--- src/rtl/nsg_pkg.sv ---
package nsg_pkg;
  localparam int unsigned TIM_W = 32;
  localparam int unsigned CNT_W = 5;

  typedef enum logic [1:0] {OP_CMD = 2'd0, OP_ADDR = 2'd1, OP_WDATA = 2'd2, OP_RDATA = 2'd3} op_e;

  typedef enum logic [2:0] {
    ST_IDLE, ST_TURN, ST_CE, ST_LOW, ST_HIGH, ST_BDLY, ST_BWAIT, ST_RESP
  } st_e;

  // field order follows bit positions of the timing word, msb first
  typedef struct packed {
    logic [1:0] ce_dly;
    logic [4:0] bsy_dly;
    logic [2:0] turn;
    logic [3:0] rd_hi;
    logic [3:0] rd_lo;
    logic [3:0] wr_hi;
    logic [3:0] wr_lo;
  } tim_t;

  localparam int unsigned TIM_USED = $bits(tim_t);
endpackage

--- src/rtl/nsg_phase_sel.sv ---
module nsg_phase_sel
  import nsg_pkg::*;
#(
  parameter int unsigned W = CNT_W
) (
  input  logic [TIM_W-1:0] timing_i,
  input  logic             is_rd_i,
  output logic [W-1:0]     lo_len_o,
  output logic [W-1:0]     hi_len_o,
  output logic [W-1:0]     ta_len_o,
  output logic [W-1:0]     bsy_len_o,
  output logic [W-1:0]     ce_len_o
);
  tim_t tim;
  logic unused_hi;

  assign tim       = tim_t'(timing_i[TIM_USED-1:0]);
  assign unused_hi = ^timing_i[TIM_W-1:TIM_USED];

  assign lo_len_o  = is_rd_i ? W'(tim.rd_lo) : W'(tim.wr_lo);
  assign hi_len_o  = is_rd_i ? W'(tim.rd_hi) : W'(tim.wr_hi);
  assign ta_len_o  = W'(tim.turn);
  assign bsy_len_o = W'(tim.bsy_dly);
  assign ce_len_o  = W'(tim.ce_dly);
endmodule

--- src/rtl/nsg_phase_cnt.sv ---
module nsg_phase_cnt #(
  parameter int unsigned W = 5
) (
  input  logic         clk_i,
  input  logic         rst_ni,
  input  logic         load_i,
  input  logic [W-1:0] val_i,
  output logic         zero_o
);
  logic [W-1:0] cnt_q;

  always_ff @(posedge clk_i or negedge rst_ni) begin
    if (!rst_ni)          cnt_q <= '0;
    else if (load_i)      cnt_q <= val_i;
    else if (cnt_q != '0) cnt_q <= cnt_q - W'(1);
  end

  assign zero_o = (cnt_q == '0);
endmodule

--- src/rtl/nsg_pin_drive.sv ---
module nsg_pin_drive
  import nsg_pkg::*;
(
  input  st_e  st_i,
  input  op_e  op_i,
  output logic ce_no,
  output logic cle_o,
  output logic ale_o,
  output logic we_no,
  output logic re_no,
  output logic oe_o
);
  logic access, is_rd;

  assign access = (st_i == ST_CE) || (st_i == ST_LOW) || (st_i == ST_HIGH);
  assign is_rd  = (op_i == OP_RDATA);

  assign ce_no = (st_i == ST_IDLE) || (st_i == ST_TURN);
  assign cle_o = access && (op_i == OP_CMD);
  assign ale_o = access && (op_i == OP_ADDR);
  assign oe_o  = access && !is_rd;
  assign we_no = !((st_i == ST_LOW) && !is_rd);
  assign re_no = !((st_i == ST_LOW) && is_rd);
endmodule

--- src/rtl/nand_strobe_gen.sv ---
module nand_strobe_gen
  import nsg_pkg::*;
#(
  parameter int unsigned DATA_W = 8
) (
  input  logic              clk_i,
  input  logic              rst_ni,
  input  logic [TIM_W-1:0]  timing_i,
  input  logic              req_valid_i,
  output logic              req_ready_o,
  input  logic [1:0]        req_op_i,
  input  logic [DATA_W-1:0] req_data_i,
  input  logic              req_wait_i,
  output logic              rsp_valid_o,
  input  logic              rsp_ready_i,
  output logic [DATA_W-1:0] rsp_data_o,
  output logic              ready_o,
  output logic              nand_ce_no,
  output logic              nand_cle_o,
  output logic              nand_ale_o,
  output logic              nand_we_no,
  output logic              nand_re_no,
  output logic [DATA_W-1:0] nand_dq_o,
  output logic              nand_dq_oe_o,
  input  logic [DATA_W-1:0] nand_dq_i,
  input  logic              nand_rb_i
);
  st_e  st_q, st_d;
  op_e  op_q, op_cur;
  logic [DATA_W-1:0] data_q, rdata_q;
  logic wait_q, last_rd_q;
  logic ld, cnt_zero;
  logic [CNT_W-1:0] ld_val, lo_len, hi_len, ta_len, bsy_len, ce_len;
  st_e  entry_st;
  logic [CNT_W-1:0] entry_val;
  logic accept, new_rd, turn_need;

  assign op_cur    = (st_q == ST_IDLE) ? op_e'(req_op_i) : op_q;
  assign accept    = (st_q == ST_IDLE) && req_valid_i;
  assign new_rd    = (op_e'(req_op_i) == OP_RDATA);
  assign turn_need = (new_rd != last_rd_q) && (ta_len != '0);

  nsg_phase_sel #(.W(CNT_W)) u_sel (
    .timing_i (timing_i),
    .is_rd_i  (op_cur == OP_RDATA),
    .lo_len_o (lo_len),
    .hi_len_o (hi_len),
    .ta_len_o (ta_len),
    .bsy_len_o(bsy_len),
    .ce_len_o (ce_len)
  );

  nsg_phase_cnt #(.W(CNT_W)) u_cnt (
    .clk_i (clk_i),
    .rst_ni(rst_ni),
    .load_i(ld),
    .val_i (ld_val),
    .zero_o(cnt_zero)
  );

  // entry into the access: chip-enable lead time, or straight to the strobe
  always_comb begin
    if (ce_len != '0) begin
      entry_st  = ST_CE;
      entry_val = ce_len - CNT_W'(1);
    end else begin
      entry_st  = ST_LOW;
      entry_val = lo_len;
    end
  end

  always_comb begin
    st_d   = st_q;
    ld     = 1'b0;
    ld_val = '0;
    unique case (st_q)
      ST_IDLE: if (req_valid_i) begin
        ld = 1'b1;
        if (turn_need) begin
          st_d   = ST_TURN;
          ld_val = ta_len - CNT_W'(1);
        end else begin
          st_d   = entry_st;
          ld_val = entry_val;
        end
      end
      ST_TURN: if (cnt_zero) begin
        st_d = entry_st; ld = 1'b1; ld_val = entry_val;
      end
      ST_CE: if (cnt_zero) begin
        st_d = ST_LOW; ld = 1'b1; ld_val = lo_len;
      end
      ST_LOW: if (cnt_zero) begin
        st_d = ST_HIGH; ld = 1'b1; ld_val = hi_len;
      end
      ST_HIGH: if (cnt_zero) begin
        if (wait_q && (op_q != OP_RDATA)) begin
          if (bsy_len != '0) begin
            st_d = ST_BDLY; ld = 1'b1; ld_val = bsy_len - CNT_W'(1);
          end else begin
            st_d = ST_BWAIT;
          end
        end else begin
          st_d = ST_RESP;
        end
      end
      ST_BDLY:  if (cnt_zero) st_d = ST_BWAIT;
      ST_BWAIT: if (nand_rb_i) st_d = ST_RESP;
      ST_RESP:  if (rsp_ready_i) st_d = ST_IDLE;
      default:  st_d = ST_IDLE;
    endcase
  end

  always_ff @(posedge clk_i or negedge rst_ni) begin
    if (!rst_ni) begin
      st_q      <= ST_IDLE;
      op_q      <= OP_CMD;
      data_q    <= '0;
      wait_q    <= 1'b0;
      last_rd_q <= 1'b0;
      rdata_q   <= '0;
    end else begin
      st_q <= st_d;
      if (accept) begin
        op_q      <= op_e'(req_op_i);
        data_q    <= req_data_i;
        wait_q    <= req_wait_i;
        last_rd_q <= new_rd;
      end
      // sample at the edge where nRE rises
      if (st_q == ST_LOW && cnt_zero && op_q == OP_RDATA) rdata_q <= nand_dq_i;
    end
  end

  nsg_pin_drive u_pins (
    .st_i (st_q),
    .op_i (op_q),
    .ce_no(nand_ce_no),
    .cle_o(nand_cle_o),
    .ale_o(nand_ale_o),
    .we_no(nand_we_no),
    .re_no(nand_re_no),
    .oe_o (nand_dq_oe_o)
  );

  assign nand_dq_o   = data_q;
  assign req_ready_o = (st_q == ST_IDLE);
  assign rsp_valid_o = (st_q == ST_RESP);
  assign rsp_data_o  = rdata_q;
  assign ready_o     = (st_q == ST_IDLE) && nand_rb_i;
endmodule

--- config.mk ---
export PLATFORM = sky130hd
export DESIGN_NAME = nand_strobe_gen
export DESIGN_NICKNAME = d
export VERILOG_FILES = /design/src/rtl/nsg_pkg.sv /design/src/rtl/nsg_phase_sel.sv /design/src/rtl/nsg_phase_cnt.sv /design/src/rtl/nsg_pin_drive.sv /design/src/rtl/nand_strobe_gen.sv
export SDC_FILE = /design/constraint.sdc
export NUM_CORES = 1
export LEC_CHECK = 0
export BUFFER_PORTS_ARGS = -buffer_cell sky130_fd_sc_hd__buf_2
export CORE_AREA = 2 2 69 71
export CTS_CLUSTER_SIZE = 14
export DETAILED_ROUTE_END_ITERATION = 8
export DIE_AREA = 0 0 71 73
export HOLD_SLACK_MARGIN = 0.06
export PLACE_DENSITY = 0.77
export SKIP_LAST_GASP = 1
export SLEW_MARGIN = 10
export SYNTH_ARGS = -nofsm -noshare
export SYNTH_HDL_FRONTEND = slang
export SYNTH_SLANG_ARGS = --single-unit
--- constraint.sdc ---
create_clock -name clk_i -period 2.3 [get_ports clk_i]
set_clock_uncertainty 0.05 [all_clocks]
set_input_delay 0.69 -clock clk_i [delete_from_list [all_inputs] [get_ports clk_i]]
set_output_delay 0.69 -clock clk_i [all_outputs]
set_load 0.005 [all_outputs]
==> results.cfg <==
[global_route]
overflow = 0
grt_pass1_vias = 1733
grt_pass1_wl_um = 7880
grt_max_degree = 29
antenna_found_initial = 0
gr-usage-all-layers_pct = 18.9

[placement]
hpwl_um = 3850
place_congestion = 0.845
port_buffers = 74

[worst_setup_path]
path_max_fanout = 6
cp.arrival_ns = 1.49
critical_path_class = flop to primary output
cpLargestDelayFamily = simple AND/OR/NAND/NOR gates
critical_path.max_stage_delay_ns = 0.43
ff2ff_setup_slack_ns = 0.14
slowest_stage = dfrtp_1
worst-path-buf-inv = 2
required_ns = 1.56
worstPathCellList = buf_4 -> and2b_2 -> nor2_2 -> nor3b_1 -> buf_2
cp-end-kind = primary output
start_kind = flop

[power_and_ir_drop]
p_int_mw = 1.78
total_power_mw = 2.84
p_per_area_mw_per_mm2 = 1080
clkPwrFrac_pct = 13.6
p_leak_nw = 1.31
vdd_drop_max_mv = 0.617
p_sw_mw = 1.05
swShare_pct = 37.2
comb_power_share_pct = 56.5
p_seq_share_pct = 29.9

[logic_synthesis]
yosysTopAreaCellShare_pct = 38.0
synth-edff-count = 0
yosys_register_bits = 28
syn_nets = 254
yosys.area.top_type = dfrtp_1
ys_seq_area_share_pct = 38.0
synth_cells = 193
ys.flop_type = dfrtp_1
netlist_top_cells_area = dfrtp_1, mux2_2, nand2_1
syn_area_per_cell_um2 = 9.55
netlist_area_mm2 = 0.00184
yosysUniqueCellTypes = 49
ys_warn_count = 0
yosysMostFrequentCell = dfrtp_1
synthArstFlopShare_pct = 100
synth_common_cells = dfrtp_1, nand2_1, mux2_2

[timing]
final-max-slew-violation-count = 0
hold_viol = 0
rsz0062_at_grt = yes
worst_slew_pin_slew_ns = 0.652
max_freq_mhz = 449
slew_headroom_pct = 56.5
setup_tns_ns = 0
worst_hold_slack_ns = 0.376
finalCritPeriodShare_pct = 96.8
min_period_ns = 2.23
setup_viol = 0

[clock_network]
cts_buffers = 3
worstSkewPairLatency_ns = 0.28
clk_path_buf_depth = 2
htree_levels = 1
cts_root_buf = clkbuf_8
postCtsHoldBufs = 0
cts_sinks = 28
path_clk_slew_ns = 0.10
cts_tree = yes

[floorplan]
fp.dieW_um = 71
dieArea_mm2 = 0.00518
initial_core_util_pct = 40.6
io_pins = 81
core_area_mm2 = 0.00454
rows = 25
die_h_um = 73

[route]
routed_wl_um = 4870
avgRoutedWirePerCell_um = 13.9
viasPerCell = 5.22
vias = 1831
dr.pass1.iters = 4
drc_errors = 0
drtAntennaViolNets = 0
dr.first_iter.drc_count = 77

[outcome]
outcome = finished, final reports clean

[finish]
area_growth_pct = 42.2
fin_nets = 359
num_antenna_cells = 0
drive_gt1_share_pct = 51.2

[job]
maxCapViolCount = 0

[min_path]
hold_path.class = input pin to async pin
==> sequential cells by signal (all words and copies together), names as in the netlist <==
register,flops
st_q,3
rsp_data_o,8
op_q,2
nand_dq_o,8
u_cnt.cnt_q,5
last_rd_q,1
wait_q,1
==> kinds of logic after synthesis <==
logic type,count (synthesis),share of synthesized area (%)
xor gates and xnor gates,5,2.38
muxes,27,16.2
AOI/OAI and AO/OA,35,13.6
buffers and inverters,18,4.07
adders and majority gates,5,3.39
and+or+nand+nor,75,22.4
DFF,28,38.0
==> power by group through the flow <==
stage	clock (mW)	sequential [mW]	combinational (mW)
2_1_floorplan	0	0.822	0.948
3_3_place_gp	0	0.837	1.50
3_5_place_dp	0	0.850	1.54
4_1_cts	0.397	0.847	1.55
5_1_grt	0.416	0.883	1.77
6_report	0.386	0.848	1.60
==> path summary, 6_finish.rpt <==
check,start,cells after the start,end
worst max-delay path,st_q[2]$_DFFE_PN0P_,5,nand_ale_o
worst min-delay path,rst_ni,1,rsp_data_o[0]$_DFFE_PN0P_
worst max register to register,u_cnt.cnt_q[1]$_DFFE_PN0P_,7,st_q[0]$_DFFE_PN0P_
worst min register to register,wait_q$_DFFE_PN0P_,2,wait_q$_DFFE_PN0P_
max in group asynchronous,rst_ni,1,st_q[2]$_DFFE_PN0P_
min in group clk_i,wait_q$_DFFE_PN0P_,2,wait_q$_DFFE_PN0P_
==> layer usage <==
layer / global-route usage (%) / share of wire [%] / up-vias
met2: 32.9 / 52 / 43
met1: 25.0 / 43 / 870
met4: 5.24 / 1.3 / 0
met3: 2.21 / 4.2 / 6
li1: - / - / 912
met5: 0 / 0 / -
==> final cells by class <==
class	instances	area [um2]
Clock inverter	1	30.0
Inverter	9	33.8
Tap cell	54	67.6
Fill cell	393	1910
Multi-Input combinational cell	147	1110
Clock buffer	3	41.3
Timing Repair Buffer	109	633
Sequential cell	28	701
==> per-stage QoR <==
stage | util, % | std cells | cell area (um2) | setup slack, ns
final | 57.8 | 351 | 2620 | 0.0746
after global routing | 57.8 | 351 | 2620 | -0.00729
after CTS | 56.9 | 348 | 2580 | -0.0000590
after detailed placement | 55.1 | 344 | 2500 | -0.193
after global placement | 55.1 | 344 | 2500 | -0.127
after floorplan | - | 193 | 1860 | 0.0391
==> worst register-to-register path, cell delays in order, from the launching register on <==
cell and delay [ns]:
dfrtp_1 0.40, inv_1 0.08, ha_2 0.19, or4b_4 0.52, a211o_1 0.31, a22oi_2 0.15
o31ai_1 0.09, a22o_1 0.24
==> cells in the final DEF (no fill, tap or decap), drive strengths merged, types with 4 or more instances in the layout <==
master / count
buf: 109
dfrtp: 28
nand2: 22
mux2: 19
nor2: 14
inv: 9
a21oi: 9
mux2i: 8
nor3: 6
nand3: 6
nand4: 5
ha: 5
or2: 4
xnor2: 4
or4b: 4
==> repair_timing <==
action | in CTS | in global routing
resized for setup | 2 | 5
setup buffers | 0 | 3
endpoints found under the hold margin | 0 | 0
cloned | 0 | 0
endpoints found under the setup margin | 4 | 5
pin swaps | 0 | 2
(Power assumes the default switching activity.)
